`src/rtl/csa_pkg.sv`:
```
package csa_pkg;
    localparam int unsigned DEF_WIDTH = 8;
    localparam int unsigned DEF_SEG   = 4;

    typedef enum logic {
        OP_ADD = 1'b0,
        OP_SUB = 1'b1
    } csa_op_e;
endpackage

```
`src/rtl/csa_fa_cell.sv`:
```
module csa_fa_cell (
    input  logic a_i,
    input  logic b_i,
    input  logic c_i,
    output logic s_o,
    output logic c_o
);
    logic p_w;
    assign p_w = a_i ^ b_i;
    assign s_o = p_w ^ c_i;
    assign c_o = (a_i & b_i) | (p_w & c_i);
endmodule

```
`src/rtl/csa_ripple.sv`:
```
module csa_ripple #(
    parameter int unsigned N = 4
) (
    input  logic [N-1:0] a_i,
    input  logic [N-1:0] b_i,
    input  logic         c_i,
    output logic [N-1:0] s_o,
    output logic         c_o
);
    logic [N:0] chain_w;
    assign chain_w[0] = c_i;

    for (genvar i = 0; i < N; i++) begin : g_bit
        csa_fa_cell u_fa (
            .a_i (a_i[i]),
            .b_i (b_i[i]),
            .c_i (chain_w[i]),
            .s_o (s_o[i]),
            .c_o (chain_w[i+1])
        );
    end

    assign c_o = chain_w[N];
endmodule

```
`src/rtl/csa_seg_mux.sv`:
```
module csa_seg_mux #(
    parameter int unsigned N = 4
) (
    input  logic         sel_i,
    input  logic [N-1:0] s0_i,
    input  logic         c0_i,
    input  logic [N-1:0] s1_i,
    input  logic         c1_i,
    output logic [N-1:0] s_o,
    output logic         c_o
);
    always_comb begin
        if (sel_i) begin
            s_o = s1_i;
            c_o = c1_i;
        end else begin
            s_o = s0_i;
            c_o = c0_i;
        end
    end
endmodule

```
`src/rtl/csa_select_core.sv`:
```
module csa_select_core #(
    parameter int unsigned W   = 8,
    parameter int unsigned SEG = 4
) (
    input  logic [W-1:0] a_i,
    input  logic [W-1:0] b_i,
    input  logic         sub_i,
    output logic [W-1:0] sum_o,
    output logic         cout_o
);
    localparam int unsigned NSEG = W / SEG;

    logic [W-1:0]  b_x;
    logic [NSEG:0] seg_c;

    assign b_x      = b_i ^ {W{sub_i}};
    assign seg_c[0] = sub_i;

    for (genvar k = 0; k < NSEG; k++) begin : g_seg
        if (k == 0) begin : g_base
            csa_ripple #(.N(SEG)) u_low (
                .a_i (a_i[SEG-1:0]),
                .b_i (b_x[SEG-1:0]),
                .c_i (seg_c[0]),
                .s_o (sum_o[SEG-1:0]),
                .c_o (seg_c[1])
            );
        end else begin : g_pair
            logic [SEG-1:0] s_c0;
            logic [SEG-1:0] s_c1;
            logic           co_c0;
            logic           co_c1;

            csa_ripple #(.N(SEG)) u_cin0 (
                .a_i (a_i[k*SEG +: SEG]),
                .b_i (b_x[k*SEG +: SEG]),
                .c_i (1'b0),
                .s_o (s_c0),
                .c_o (co_c0)
            );

            csa_ripple #(.N(SEG)) u_cin1 (
                .a_i (a_i[k*SEG +: SEG]),
                .b_i (b_x[k*SEG +: SEG]),
                .c_i (1'b1),
                .s_o (s_c1),
                .c_o (co_c1)
            );

            csa_seg_mux #(.N(SEG)) u_pick (
                .sel_i (seg_c[k]),
                .s0_i  (s_c0),
                .c0_i  (co_c0),
                .s1_i  (s_c1),
                .c1_i  (co_c1),
                .s_o   (sum_o[k*SEG +: SEG]),
                .c_o   (seg_c[k+1])
            );
        end
    end

    assign cout_o = seg_c[NSEG];
endmodule

```
`src/rtl/csa_addsub_unit.sv`:
```
module csa_addsub_unit #(
    parameter int unsigned W   = csa_pkg::DEF_WIDTH,
    parameter int unsigned SEG = csa_pkg::DEF_SEG
) (
    input  logic         clk,
    input  logic         rst_n,
    input  logic [W-1:0] op_a,
    input  logic [W-1:0] op_b,
    input  logic         op_sub,
    output logic [W-1:0] res_o,
    output logic         carry_o,
    output logic         neg_o
);
    typedef struct packed {
        logic [W-1:0] res;
        logic         cout;
        logic         neg;
    } out_t;

    out_t         out_d;
    out_t         out_q;
    logic [W-1:0] core_sum;
    logic         core_cout;
    csa_pkg::csa_op_e op_mode;

    assign op_mode = csa_pkg::csa_op_e'(op_sub);

    csa_select_core #(.W(W), .SEG(SEG)) u_core (
        .a_i    (op_a),
        .b_i    (op_b),
        .sub_i  (op_mode == csa_pkg::OP_SUB),
        .sum_o  (core_sum),
        .cout_o (core_cout)
    );

    always_comb begin
        out_d      = out_q;
        out_d.res  = core_sum;
        out_d.cout = core_cout;
        out_d.neg  = core_sum[W-1];
    end

    always_ff @(posedge clk or negedge rst_n) begin
        if (!rst_n) begin
            out_q <= '0;
        end else begin
            out_q <= out_d;
        end
    end

    assign res_o   = out_q.res;
    assign carry_o = out_q.cout;
    assign neg_o   = out_q.neg;
endmodule

```
`config.mk`:
```
export PLATFORM = sky130hd
export DESIGN_NAME = csa_addsub_unit
export DESIGN_NICKNAME = d
export VERILOG_FILES = /design/src/rtl/csa_pkg.sv /design/src/rtl/csa_fa_cell.sv /design/src/rtl/csa_ripple.sv /design/src/rtl/csa_seg_mux.sv /design/src/rtl/csa_select_core.sv /design/src/rtl/csa_addsub_unit.sv
export SDC_FILE = /design/constraint.sdc
export NUM_CORES = 1
export LEC_CHECK = 0
export BUFFER_PORTS_ARGS = -buffer_cell sky130_fd_sc_hd__buf_2
export CAP_MARGIN = 20
export CORE_AREA = 4 4 41 43
export DETAILED_ROUTE_END_ITERATION = 8
export DIE_AREA = 0 0 45 47
export MAX_ROUTING_LAYER = met4
export PLACE_DENSITY = 0.74
export SYNTH_ARGS = -nofsm -noshare
export SYNTH_HDL_FRONTEND = slang
export SYNTH_SLANG_ARGS = --single-unit
```
`constraint.sdc`:
```
create_clock -name clk -period 1.1 [get_ports clk]
set_clock_uncertainty 0.15 [all_clocks]
set_input_delay 0.33 -clock clk [delete_from_list [all_inputs] [get_ports clk]]
set_output_delay 0.33 -clock clk [all_outputs]
set_load 0.03 [all_outputs]
```
* Word level (Yosys, flattened, before mapping)
Cells that the tools add are included.
** Operators by class
- $add $sub $neg :: 0
- Multipliers :: 0
- Div/mod/pow operators :: 0
- $lt $le $gt $ge :: 0
- Eq/ne operators :: 0
- Shift-type cells :: 0
- Muxes and demuxes :: 2
- Bitwise gates (word level) :: 49
- Reductions and logical operators :: 0
** Operators with widths (number)
- 1-bit AND :: 18
- 1-bit bitwise XOR :: 18
- 1-bit bitwise OR :: 11
- 8-bit bitwise XOR :: 1
- 4-bit 2-to-1 mux :: 1
- 1-bit 2-to-1 mux :: 1
- 1-bit NOT :: 1
** Word-level totals
- Register bits :: 10
- Bits in latches :: 0
- Memory bits (writable) :: 0
- Memory bits (read-only) :: 0
- Bits of input ports :: 19
- Output and inout bits :: 10
- Word-level logic and storage cells :: 54
- Memories :: 0

* Depth between registers and ports, before layout
Gate-level depths: netlist of the first run.
- Depth in word-level cells :: 11
- Depth in mapped cells :: 11
- Mapped depth without buffers :: 10

* By module
A second synthesis of the first run with hierarchy kept.
** Second synthesis, totals
- Cells, all modules :: 38
- Area total of the unflattened synthesis :: 618.1 um2
** Modules (own cells, without submodules)
- csa_fa_cell :: instances 12, cells an instance 1, area each 20.0 um2, seq. area each 0.0 um2
- csa_addsub_unit :: instances 1, cells an instance 10, area each 232.7 um2, seq. area each 225.2 um2
- csa_select_core :: instances 1, cells an instance 11, area each 88.8 um2, seq. area each 0.0 um2
- csa_seg_mux :: instances 1, cells an instance 5, area each 56.3 um2, seq. area each 0.0 um2

* Worst setup path after synthesis of the first run
OpenSTA, ideal clock, no wires.
- Path type :: input-to-reg
- Start point :: input port op_sub
- End point :: register out_q (netlist bit res_o[7])
- Library setup time :: 136 ps
- Arrival time :: 3124 ps
- Required time :: 814 ps
- Path slack :: -2309 ps
- Stages on the path :: 11
- Path buffers :: 1
- Cell sequence :: buf_6 xnor2_1 fa_1 fa_1 fa_1 nor2_1 a21oi_1 fa_1 fa_1 inv_1 fa_1
** On the way
- Cells in the longest elaborated chain, start to end :: 11
- Elaborated cells on any way between the ends :: 36
- Those cells by class :: mux (1); bitwise (35)
** RTL lines
- from (decl) :: line csa_addsub_unit.sv:9 : input logic op_sub,
- 8-bit bitwise XOR :: line csa_select_core.sv:16 : assign b_x = b_i ^ {W{sub_i}};
- 1-bit bitwise XOR :: line csa_fa_cell.sv:9 : assign p_w = a_i ^ b_i;
- 1-bit AND :: line csa_fa_cell.sv:11 : assign c_o = (a_i & b_i) | (p_w & c_i);
- 1-bit bitwise OR :: line csa_fa_cell.sv:11
- 1-bit AND :: line csa_fa_cell.sv:11
- 1-bit bitwise OR :: line csa_fa_cell.sv:11
- 1-bit AND :: line csa_fa_cell.sv:11
- 1-bit bitwise OR :: line csa_fa_cell.sv:11
- 1-bit AND :: line csa_fa_cell.sv:11
- 1-bit bitwise OR :: line csa_fa_cell.sv:11
- 4-bit 2-to-1 mux (*) :: line csa_seg_mux.sv:13 : if (sel_i) begin
- via core_sum[7] :: line csa_addsub_unit.sv:22 : logic [W-1:0] core_sum;
- to (signal assigned) :: line csa_addsub_unit.sv:47 : out_q <= out_d;
- to (decl) :: line csa_addsub_unit.sv:21 : out_t out_q;
Mark *: on every way through the listed nets, which the timed path passes. The rest lies on a longest branch.

* Worst setup path after layout of the first run
Ends and elaborated chain as after synthesis.

==> results of run 1 <==
==> layer usage <==
metal	up-vias	routed length [um]	part of all wire
met4	0	43	0.044
li1	197	-	-
met3	4	89	0.091
met1	188	330	0.34
met2	20	514	0.53
met5	-	0	0
==> where the power goes <==
group | total, mW | switching, mW | internal [mW]
Combinational | 0.731 | 0.373 | 0.358
Sequential | 0.456 | 0.0403 | 0.416
Clock | 0.244 | 0.105 | 0.139
==> logic make-up (layout without fill, tap and decap cells) <==
| family | Yosys count | count (layout) | synth area share |
|---|---|---|---|
| AND/OR/NAND/NOR | 1 | 1 | 0.00691 |
| AO/OA/AOI/OAI | 1 | 1 | 0.00921 |
| multiplexers | 1 | 1 | 0.0184 |
| buffers and inverters | 15 | 54 | 0.124 |
| XOR/XNOR | 9 | 9 | 0.159 |
| adder cells (fa/ha/maj) | 8 | 8 | 0.267 |
| flip-flops | 9 | 9 | 0.415 |
==> flip-flops by register name, indices dropped and copies added (netlist names) <==
register,count
res_o,8
carry_o,1
==> repair_timing <==
item                       in CTS  in global routing
setup buffers                   1                  1
pin swaps                       2                  0
hold buffers                    1                  0
hold endpoints to repair        9                  0
setup endpoints to repair      18                 18
resized for setup              32                  3
==> cell type report <==
type | instances | area share
Clock buffer | 4 | 0.0286
Timing Repair Buffer | 37 | 0.329
Sequential cell | 9 | 0.245
Tap cell | 15 | 0.0204
Inverter | 13 | 0.0531
Multi-Input combinational cell | 20 | 0.324
==> Yosys cell counts <==
library cell	n	area, um2
sky130_fd_sc_hd__ha_1	2	25.0
sky130_fd_sc_hd__inv_2	1	3.75
sky130_fd_sc_hd__inv_1	12	45.0
sky130_fd_sc_hd__buf_6	1	11.3
sky130_fd_sc_hd__xnor2_1	6	52.6
sky130_fd_sc_hd__a21oi_1	1	5.00
sky130_fd_sc_hd__fa_1	6	120
sky130_fd_sc_hd__xor2_2	1	16.3
sky130_fd_sc_hd__dfrtp_1	9	225
sky130_fd_sc_hd__xor2_1	2	17.5
sky130_fd_sc_hd__buf_4	1	7.51
sky130_fd_sc_hd__mux2i_1	1	10.0
sky130_fd_sc_hd__nor2_1	1	3.75
==> worst max path at each step <==
stage,depth (start not counted),startpoint,to
after global routing,11,op_sub,res_o[7]$_DFF_PN0_
after floorplan,11,op_sub,res_o[7]$_DFF_PN0_
after global placement,11,op_sub,res_o[7]$_DFF_PN0_
final,11,op_sub,res_o[7]$_DFF_PN0_
after detailed placement,11,op_sub,res_o[7]$_DFF_PN0_
after CTS,11,op_sub,res_o[7]$_DFF_PN0_
==> out/metrics.json, run 1 <==
{
  "netlist_area_before_placement": {"value": 543, "unit": "um2"},
  "grt_pass1_vias": {"value": 401},
  "final_cells": {"value": 98},
  "final-max-slew-violation-count": {"value": 0},
  "antenna_left": {"value": 0},
  "avgSynthCellArea": {"value": 12.3, "unit": "um2"},
  "synth_cell_type_count": {"value": 13},
  "routed_via_density": {"value": 4.17},
  "hold_class": {"value": "in -> reg"},
  "antennaDiodeCount": {"value": 0},
  "worst_hold_slack": {"value": 188, "unit": "ps"},
  "io_pins": {"value": 29},
  "detailed_place.area": {"value": 759, "unit": "um2"},
  "post_route_cells_drive_above_1_share": {"value": 0.663},
  "setup-tns-final": {"value": -10130, "unit": "ps"},
  "total_of_endpoints_with_negative_setup_slack_in_the_final_report": {"value": 18},
  "critPathSlowestCell": {"value": "sky130_fd_sc_hd__fa_2"},
  "critPathTopFamily": {"value": "adder cells"},
  "dp_hpwl": {"value": 837, "unit": "um"},
  "cts.htree.levels": {"value": 1},
  "synth.ff_latch_count": {"value": 9},
  "crit_path_frequent_cell": {"value": "sky130_fd_sc_hd__fa_2"},
  "global_route_wire_length_before_repair": {"value": 1.59, "unit": "mm"},
  "use_met2": {"value": 0.181},
  "layout.cell_area.non_filler": {"value": 920, "unit": "um2"},
  "antenna_violations_before_repair": {"value": 0},
  "clock-sinks": {"value": 9},
  "drv.max_cap_violation_count": {"value": 0},
  "placedCellCount": {"value": 91},
  "final_cell_mix": {"value": "15 x sky130_fd_sc_hd__buf_2, 14 x sky130_fd_sc_hd__buf_6, 9 x sky130_fd_sc_hd__dfrtp_1, 8 x sky130_fd_sc_hd__inv_1"},
  "power": {"value": 1.43, "unit": "mW"},
  "drt-pass1-iter-count": {"value": 4},
  "run_status": {"value": "finished, violations left"},
  "violations_in_the_final_reports": {"value": "negative setup slack"},
  "grt_util_met3": {"value": 0.0230},
  "cts.reportedPaths.clkPinSlew": {"value": 60, "unit": "ps"},
  "crit_chain": {"value": "buf_8, xnor2_4, fa_2, fa_2, fa_2, nor2_2, a21oi_2, fa_2, fa_2, inv_2, fa_2"},
  "critPathRequiredTime": {"value": 1080, "unit": "ps"},
  "synth.yosys.warnings": {"value": 0},
  "start_kind": {"value": "input pin"},
  "dr_total_vias": {"value": 409},
  "netlist_instances": {"value": 44},
  "fp.dieW": {"value": 45, "unit": "um"},
  "grt_util_met1": {"value": 0.118},
  "area_growth": {"value": 69.4, "unit": "%"},
  "standard_cell_row_count": {"value": 13},
  "clock_path_buffers": {"value": 2},
  "fillCellCount": {"value": 99},
  "worst_hold_path.endpoint": {"value": "res_o[0]$_DFF_PN0_"},
  "critical_path_arrival": {"value": 2930, "unit": "ps"},
  "hold_depth": {"value": 3},
  "finish.utilization": {"value": 0.707},
  "grt_remaining_overflow": {"value": 0},
  "fp.dieArea": {"value": 2120, "unit": "um2"},
  "tmin_final": {"value": 2950, "unit": "ps"},
  "drc": {"value": 0},
  "critPathCaptureType": {"value": "flop"},
  "die_height": {"value": 47, "unit": "um"},
  "p_leak": {"value": 0.472, "unit": "nW"},
  "mappedNetlistNets": {"value": 71},
  "multi_input_area": {"value": 298, "unit": "um2"},
  "port_buffers": {"value": 28},
  "max_freq": {"value": 0.339, "unit": "GHz"},
  "global_route_usage_sum": {"value": 0.119},
  "placement.setup.worst_slack": {"value": -2190, "unit": "ps"},
  "yosysSeqAreaShare": {"value": 0.415},
  "place_congestion": {"value": 0.706},
  "clock_tree_root_buffer_cell": {"value": "sky130_fd_sc_hd__clkbuf_4"},
  "wl_per_cell": {"value": 9.98, "unit": "um"},
  "holdCritStartpoint": {"value": "op_b[0]"},
  "std_cell_core_area": {"value": 1300, "unit": "um2"},
  "power_per_cell_area": {"value": 1560, "unit": "nW/um2"},
  "initial_utilization": {"value": 0.417},
  "layout.cells.most_common": {"value": "sky130_fd_sc_hd__buf_2"},
  "timing.critical_path.fanout_max": {"value": 3},
  "area.sequential": {"value": 225, "unit": "um2"},
  "gr-max-usage-layer": {"value": "met2"},
  "finalHoldViolCount": {"value": 0},
  "worst-setup-path-type": {"value": "in -> reg"},
  "worst_supply_voltage_drop_on_vdd": {"value": 0.773, "unit": "mV"},
  "timing_worst_slew_pin_value": {"value": 226, "unit": "ps"},
  "cp_slowest_stage_delay": {"value": 420, "unit": "ps"},
  "tritoncts.num_buffers": {"value": 3},
  "detail_route.wirelength": {"value": 978, "unit": "um"},
  "timing.final.crit_share": {"value": 2.68},
  "cts_tree": {"value": "built"},
  "drt_iter0_drc": {"value": 5},
  "finish.net_count": {"value": 111},
  "layout_setup_ws": {"value": -1850, "unit": "ps"},
  "grt_max_degree": {"value": 10},
  "unrepaired_setup_endpoints_after_global_routing": {"value": "yes"},
  "maxSlewHeadroom": {"value": 0.848},
  "cp.buffers_inverters": {"value": 2}
}
Note: power is estimated with default switching activity, not from simulation.
==> run 2, diff against run 1 <==
--- a/config.mk
+++ b/config.mk
@@ -12,6 +12,7 @@
 export DIE_AREA = 0 0 45 47
 export MAX_ROUTING_LAYER = met4
 export PLACE_DENSITY = 0.74
+export RECOVER_POWER = 25
 export SYNTH_ARGS = -nofsm -noshare
 export SYNTH_HDL_FRONTEND = slang
 export SYNTH_SLANG_ARGS = --single-unit
==> out/metrics.json, run 2 (synthesis results as in run 1) <==
{
  "layout.cell_area.non_filler": {"value": 920, "unit": "um2", "change": "unchanged"},
  "port_buffers": {"value": 28, "change": "unchanged"},
  "max_freq": {"value": 0.339, "unit": "GHz", "change": "about the same"},
  "clock_tree_root_buffer_cell": {"value": "sky130_fd_sc_hd__clkbuf_4"},
  "final-max-slew-violation-count": {"value": 0, "change": "unchanged"},
  "worst-setup-path-type": {"value": "in -> reg"},
  "hold_depth": {"value": 3, "change": "unchanged"},
  "unrepaired_setup_endpoints_after_global_routing": {"value": "yes"},
  "maxSlewHeadroom": {"value": 0.848, "change": "unchanged"},
  "timing.critical_path.fanout_max": {"value": 3, "change": "unchanged"},
  "grt_pass1_vias": {"value": 401, "change": "unchanged"},
  "crit_chain": {"value": "buf_8, xnor2_4, fa_2, fa_2, fa_2, nor2_2, a21oi_2, fa_2, fa_2, inv_2, fa_2"},
  "worst_supply_voltage_drop_on_vdd": {"value": 0.773, "unit": "mV", "change": "about the same"},
  "timing_worst_slew_pin_value": {"value": 226, "unit": "ps", "change": "unchanged"},
  "drv.max_cap_violation_count": {"value": 0, "change": "unchanged"},
  "detailed_place.area": {"value": 759, "unit": "um2", "change": "unchanged"},
  "largest_register_ff_count": {"value": 8, "change": "unchanged"},
  "grt_max_degree": {"value": 10, "change": "unchanged"},
  "violations_in_the_final_reports": {"value": "negative setup slack"},
  "crit_path_frequent_cell": {"value": "sky130_fd_sc_hd__fa_2"},
  "initial_utilization": {"value": 0.417, "change": "unchanged"},
  "final_cell_mix": {"value": "14 x sky130_fd_sc_hd__buf_2, 14 x sky130_fd_sc_hd__buf_6, 9 x sky130_fd_sc_hd__dfrtp_1, 8 x sky130_fd_sc_hd__inv_1, 6 x sky130_fd_sc_hd__fa_2"},
  "run_status": {"value": "finished, violations left"},
  "drt_iter0_drc": {"value": 5, "change": "unchanged"},
  "io_pins": {"value": 29, "change": "unchanged"},
  "placedCellCount": {"value": 91, "change": "unchanged"},
  "die_height": {"value": 47, "unit": "um", "change": "unchanged"},
  "layout_setup_ws": {"value": -1850, "unit": "ps", "change": "unchanged"},
  "start_kind": {"value": "input pin"},
  "clock_path_buffers": {"value": 2, "change": "unchanged"},
  "dp_hpwl": {"value": 837, "unit": "um", "change": "unchanged"},
  "p_leak": {"value": 0.472, "unit": "nW", "change": "about the same"},
  "antennaDiodeCount": {"value": 0, "change": "unchanged"},
  "dr_total_vias": {"value": 409, "change": "unchanged"},
  "finish.utilization": {"value": 0.707, "change": "unchanged"},
  "grt_remaining_overflow": {"value": 0, "change": "unchanged"},
  "cts_tree": {"value": "built"},
  "global_route_wire_length_before_repair": {"value": 1.59, "unit": "mm", "change": "unchanged"},
  "cp_slowest_stage_delay": {"value": 420, "unit": "ps", "change": "about the same"},
  "drc": {"value": 0, "change": "unchanged"},
  "hold_class": {"value": "in -> reg"},
  "critPathSlowestCell": {"value": "sky130_fd_sc_hd__fa_2"},
  "standard_cell_row_count": {"value": 13, "change": "unchanged"},
  "tmin_final": {"value": 2950, "unit": "ps", "change": "unchanged"},
  "fp.dieW": {"value": 45, "unit": "um", "change": "unchanged"},
  "antenna_left": {"value": 0, "change": "unchanged"},
  "wl_per_cell": {"value": 9.96, "unit": "um", "change": "-0.20%"},
  "routed_via_density": {"value": 4.17, "change": "unchanged"},
  "finish.net_count": {"value": 111, "change": "unchanged"},
  "area_growth": {"value": 69.4, "unit": "%", "change": "unchanged"},
  "placement.setup.worst_slack": {"value": -2190, "unit": "ps", "change": "unchanged"},
  "critPathCaptureType": {"value": "flop"},
  "cts.reportedPaths.clkPinSlew": {"value": 60, "unit": "ps", "change": "about the same"},
  "cts.htree.levels": {"value": 1, "change": "unchanged"},
  "post_route_cells_drive_above_1_share": {"value": 0.663, "change": "unchanged"},
  "tritoncts.num_buffers": {"value": 3, "change": "unchanged"},
  "critPathRequiredTime": {"value": 1080, "unit": "ps", "change": "about the same"},
  "antenna_violations_before_repair": {"value": 0, "change": "unchanged"},
  "clock-sinks": {"value": 9, "change": "unchanged"},
  "total_of_endpoints_with_negative_setup_slack_in_the_final_report": {"value": 18, "change": "unchanged"},
  "place_congestion": {"value": 0.706, "change": "unchanged"},
  "timing.final.crit_share": {"value": 2.68, "change": "unchanged"},
  "power": {"value": 1.43, "unit": "mW", "change": "about the same"},
  "fp.dieArea": {"value": 2120, "unit": "um2", "change": "unchanged"},
  "critical_path_arrival": {"value": 2930, "unit": "ps", "change": "about the same"},
  "std_cell_core_area": {"value": 1300, "unit": "um2", "change": "unchanged"},
  "finalHoldViolCount": {"value": 0, "change": "unchanged"},
  "power_per_cell_area": {"value": 1560, "unit": "nW/um2", "change": "about the same"},
  "drt-pass1-iter-count": {"value": 4, "change": "unchanged"},
  "global_route_usage_sum": {"value": 0.119, "change": "unchanged"},
  "final_cells": {"value": 98, "change": "unchanged"},
  "detail_route.wirelength": {"value": 976, "unit": "um", "change": "-0.20%"}
}
==> run 2: power by group <==
group | internal (mW) | leakage (nW) | total [mW] | switching (mW)
sequential | 0.416 | 0.105 | 0.456 | 0.0403
combinational | 0.358 | 0.352 | 0.731 | 0.373
clock | 0.139 | 0.0150 | 0.244 | 0.105
total | 0.912 | 0.472 | 1.43 | 0.519
==> run 2: through the flow <==
step                      setup TNS [ps]  hold WS [ps]
final                             -10130           200
after global routing              -10730           190
after CTS                          -9930           172
after detailed placement          -10970          33.8
after global placement            -10700          30.3
after floorplan                   -10120          -116
==> run 2: timing repair <==
item	4_1_cts	5_1_grt
setup buffers	1	1
hold buffers	1	0
endpoints found under the setup margin	18	18
hold endpoints to repair	9	0
pin swaps	2	0
resized for setup	32	3
==> run 2: cell type report <==
| type | instances | area [um2] |
|---|---|---|
| well taps | 15 | 18.8 |
| multi-input cells | 20 | 298 |
| clock buffers | 4 | 26.3 |
| flip-flops and latches | 9 | 225 |
| repair buffers | 37 | 303 |
| inverters | 13 | 48.8 |
| fillers | 99 | 382 |
==> run 2: path summary, 6_finish.rpt <==
| kind | from | endpoint | slack, ps |
|---|---|---|---|
| max | op_sub | res_o[7]$_DFF_PN0_ | -1850 |
| min | op_a[0] | res_o[0]$_DFF_PN0_ | 200 |
| max in group asynchronous | rst_n | res_o[4]$_DFF_PN0_ | 310 |
| min in group asynchronous | rst_n | res_o[2]$_DFF_PN0_ | 300 |
==> run 2: routing by layer <==
metal,global-route usage,wire length (um),up-vias
met5,-,0,-
met4,0.140,43,0
met3,0.0230,83,4
met2,0.181,513,20
met1,0.118,335,188
li1,-,-,197
==> run 2: critical path: cells and delay by family <==
kind	cells	cell delay [ps]
AOI/OAI and AO/OA	1	40
xor gates and xnor gates	1	130
adders and majority gates	6	2150
buffers and inverters	2	170
and+or+nand+nor	1	100
==> run 3, diff against run 2 <==
--- a/config.mk
+++ b/config.mk
@@ -7,11 +7,11 @@
 export LEC_CHECK = 0
 export BUFFER_PORTS_ARGS = -buffer_cell sky130_fd_sc_hd__buf_2
 export CAP_MARGIN = 20
-export CORE_AREA = 4 4 41 43
+export CORE_MARGIN = 4
+export CORE_UTILIZATION = 35
 export DETAILED_ROUTE_END_ITERATION = 8
-export DIE_AREA = 0 0 45 47
 export MAX_ROUTING_LAYER = met4
-export PLACE_DENSITY = 0.74
+export PLACE_DENSITY = 0.65
 export RECOVER_POWER = 25
 export SYNTH_ARGS = -nofsm -noshare
 export SYNTH_HDL_FRONTEND = slang
==> out/metrics.json, run 3 (synthesis results as in run 1) <==
{
  "run_status": {"value": "finished, violations left"},
  "violations_in_the_final_reports": {"value": "negative setup slack"},
  "global_route_usage_sum": {"value": 0.107, "change": "-0.0125"},
  "drt_iter0_drc": {"value": 2, "change": "-3"},
  "antennaDiodeCount": {"value": 0, "change": "unchanged"},
  "critical_path_arrival": {"value": 2910, "unit": "ps", "change": "-20 ps"},
  "clock-sinks": {"value": 9, "change": "unchanged"},
  "layout.cells.most_common": {"value": "sky130_fd_sc_hd__buf_2"},
  "power.combinational.fraction": {"value": 0.500, "change": "-0.011"},
  "grt_pass1_vias": {"value": 425, "change": "+6.0%"},
  "worst_supply_voltage_drop_on_vdd": {"value": 0.669, "unit": "mV", "change": "-13%"},
  "post_route_cells_drive_above_1_share": {"value": 0.625, "change": "-0.0377"},
  "fp.dieW": {"value": 47.4, "unit": "um", "change": "+5.3%"},
  "net-switching-power": {"value": 0.511, "unit": "mW", "change": "-1.4%"},
  "final_cells": {"value": 95, "change": "-3.1%"},
  "maxSlewHeadroom": {"value": 0.849, "change": "+0.00132"},
  "final_cell_mix": {"value": "14 x sky130_fd_sc_hd__buf_2, 11 x sky130_fd_sc_hd__buf_6, 9 x sky130_fd_sc_hd__dfrtp_1, 8 x sky130_fd_sc_hd__inv_1"},
  "placement.setup.worst_slack": {"value": -2170, "unit": "ps", "change": "+24.1 ps"},
  "max_freq": {"value": 0.340, "unit": "GHz", "change": "+0.51%"},
  "critPathCaptureType": {"value": "flop"},
  "critPathRequiredTime": {"value": 1070, "unit": "ps", "change": "about the same"},
  "finalHoldViolCount": {"value": 0, "change": "unchanged"},
  "clock_tree_root_buffer_cell": {"value": "sky130_fd_sc_hd__clkbuf_4"},
  "hold_class": {"value": "in -> reg"},
  "antenna_violations_before_repair": {"value": 0, "change": "unchanged"},
  "drv.max_cap_violation_count": {"value": 0, "change": "unchanged"},
  "timing_worst_slew_pin_value": {"value": 224, "unit": "ps", "change": "-1.96 ps"},
  "unrepaired_setup_endpoints_after_global_routing": {"value": "yes"},
  "cellInternalPower": {"value": 0.885, "unit": "mW", "change": "-3.0%"},
  "timing.final.crit_share": {"value": 2.67, "change": "-0.0137"},
  "p_leak": {"value": 0.451, "unit": "nW", "change": "-4.4%"},
  "final-max-slew-violation-count": {"value": 0, "change": "unchanged"},
  "fp.dieArea": {"value": 2250, "unit": "um2", "change": "+6.2%"},
  "power_per_cell_area": {"value": 1590, "unit": "nW/um2", "change": "+2.1%"},
  "grt_remaining_overflow": {"value": 0, "change": "unchanged"},
  "port_buffers": {"value": 28, "change": "unchanged"},
  "power.share.clock": {"value": 0.173, "change": "+0.002"},
  "io_pins": {"value": 29, "change": "unchanged"},
  "sw_frac_of_total": {"value": 0.366, "change": "+0.00381"},
  "detail_route.wirelength": {"value": 976, "unit": "um", "change": "unchanged"},
  "area_growth": {"value": 62.0, "unit": "%"},
  "cts.htree.levels": {"value": 1, "change": "unchanged"},
  "place_congestion": {"value": 0.667, "change": "-5.5%"},
  "drc": {"value": 0, "change": "unchanged"},
  "total_of_endpoints_with_negative_setup_slack_in_the_final_report": {"value": 18, "change": "unchanged"},
  "die_height": {"value": 47.4, "unit": "um", "change": "+0.83%"},
  "wl_per_cell": {"value": 10.3, "unit": "um", "change": "+3.2%"},
  "largest_register_ff_count": {"value": 8, "change": "unchanged"},
  "global_route_wire_length_before_repair": {"value": 1.61, "unit": "mm", "change": "+1.3%"},
  "grt_max_degree": {"value": 10, "change": "unchanged"},
  "initial_utilization": {"value": 0.393, "change": "-0.0245"},
  "layout_setup_ws": {"value": -1840, "unit": "ps", "change": "+15.1 ps"},
  "cts.reportedPaths.clkPinSlew": {"value": 60, "unit": "ps", "change": "about the same"},
  "std_cell_core_area": {"value": 1380, "unit": "um2", "change": "+6.3%"},
  "cts.repair_timing.setup_buffer_count": {"value": 0, "change": "-1"},
  "finish.net_count": {"value": 108, "change": "-2.7%"},
  "placedCellCount": {"value": 90, "change": "-1.1%"},
  "antenna_left": {"value": 0, "change": "unchanged"},
  "standard_cell_row_count": {"value": 13, "change": "unchanged"},
  "drt-pass1-iter-count": {"value": 2, "change": "-2"},
  "clock_path_buffers": {"value": 2, "change": "unchanged"},
  "cts_tree": {"value": "built"},
  "tmin_final": {"value": 2940, "unit": "ps", "change": "-15.1 ps"},
  "start_kind": {"value": "input pin"},
  "tritoncts.num_buffers": {"value": 3, "change": "unchanged"},
  "dr_total_vias": {"value": 383, "change": "-6.4%"},
  "routed_via_density": {"value": 4.03, "change": "-3.4%"},
  "worst-setup-path-type": {"value": "in -> reg"},
  "timing.critical_path.fanout_max": {"value": 3, "change": "unchanged"},
  "sequentialPowerShare": {"value": 0.327, "change": "+0.008"}
}
run 3: cell count changes in the layout (fill, tap and decap cells not counted):
cell,delta
sky130_fd_sc_hd__clkbuf_4,-1
sky130_fd_sc_hd__fa_2,-1
sky130_fd_sc_hd__fa_1,+1
sky130_fd_sc_hd__buf_6,-3
sky130_fd_sc_hd__clkbuf_1,+1
run 3: layout make-up:
class	instances	area, um2
fillers	111	503
multi-input cells	20	295
repair buffers	34	265
flip-flops and latches	9	225
inverters	13	48.8
clock buffers	4	26.3
well taps	15	18.8
run 3: final timing paths:
check | slack [ps] | end | depth (start not counted) | from
worst max-delay path | -1840 | res_o[7]$_DFF_PN0_ | 11 | op_sub
min in group asynchronous | 310 | res_o[4]$_DFF_PN0_ | 2 | rst_n
worst min-delay path | 200 | res_o[0]$_DFF_PN0_ | 3 | op_a[0]
max in group asynchronous | 310 | carry_o$_DFF_PN0_ | 2 | rst_n
run 3: through the flow:
| step | hold slack (ps) | setup TNS (ps) | total power [mW] | instance area [um2] | util |
|---|---|---|---|---|---|
| floorplan | -116 | -10120 | 0.827 | 583 | - |
| global placement | 31.8 | -10730 | 0.977 | 752 | 0.544 |
| detailed placement | 34.1 | -10930 | 0.994 | 752 | 0.544 |
| CTS | 198 | -9830 | 1.39 | 873 | 0.632 |
| global route | 217 | -10420 | 1.48 | 880 | 0.636 |
| finish | 203 | -9820 | 1.40 | 880 | 0.636 |
run 3: routing by layer:
metal / share of wire / global-route usage / vias to the layer above / wire length [um]
li1: - / - / 192 / -
met1: 0.34 / 0.102 / 178 / 328
met2: 0.59 / 0.198 / 13 / 580
met3: 0.068 / 0.0115 / 0 / 66
met4: 0 / 0.0663 / 0 / 0
met5: 0 / - / - / 0
run 3: critical path, stage by stage:
cell and delay (ps):
sky130_fd_sc_hd__buf_8 110, sky130_fd_sc_hd__xnor2_4 130, sky130_fd_sc_hd__fa_2 360, sky130_fd_sc_hd__fa_2 340
sky130_fd_sc_hd__fa_2 350, sky130_fd_sc_hd__nor2_2 100, sky130_fd_sc_hd__a21oi_2 50, sky130_fd_sc_hd__fa_2 340
sky130_fd_sc_hd__fa_2 340, sky130_fd_sc_hd__inv_2 60, sky130_fd_sc_hd__fa_1 400
run 3: repair_timing:
item                                   4_1_cts  5_1_grt
setup endpoints to repair                   18       18
resized for setup                           27        4
endpoints found under the hold margin        9        0
hold buffers                                 1        0
run 3: power groups by stage:
stage	combinational, mW	sequential (mW)	clock (mW)
global placement	0.540	0.437	0
CTS	0.686	0.457	0.249
floorplan	0.205	0.622	0
global route	0.751	0.467	0.260
detailed placement	0.556	0.437	0
finish	0.698	0.457	0.242
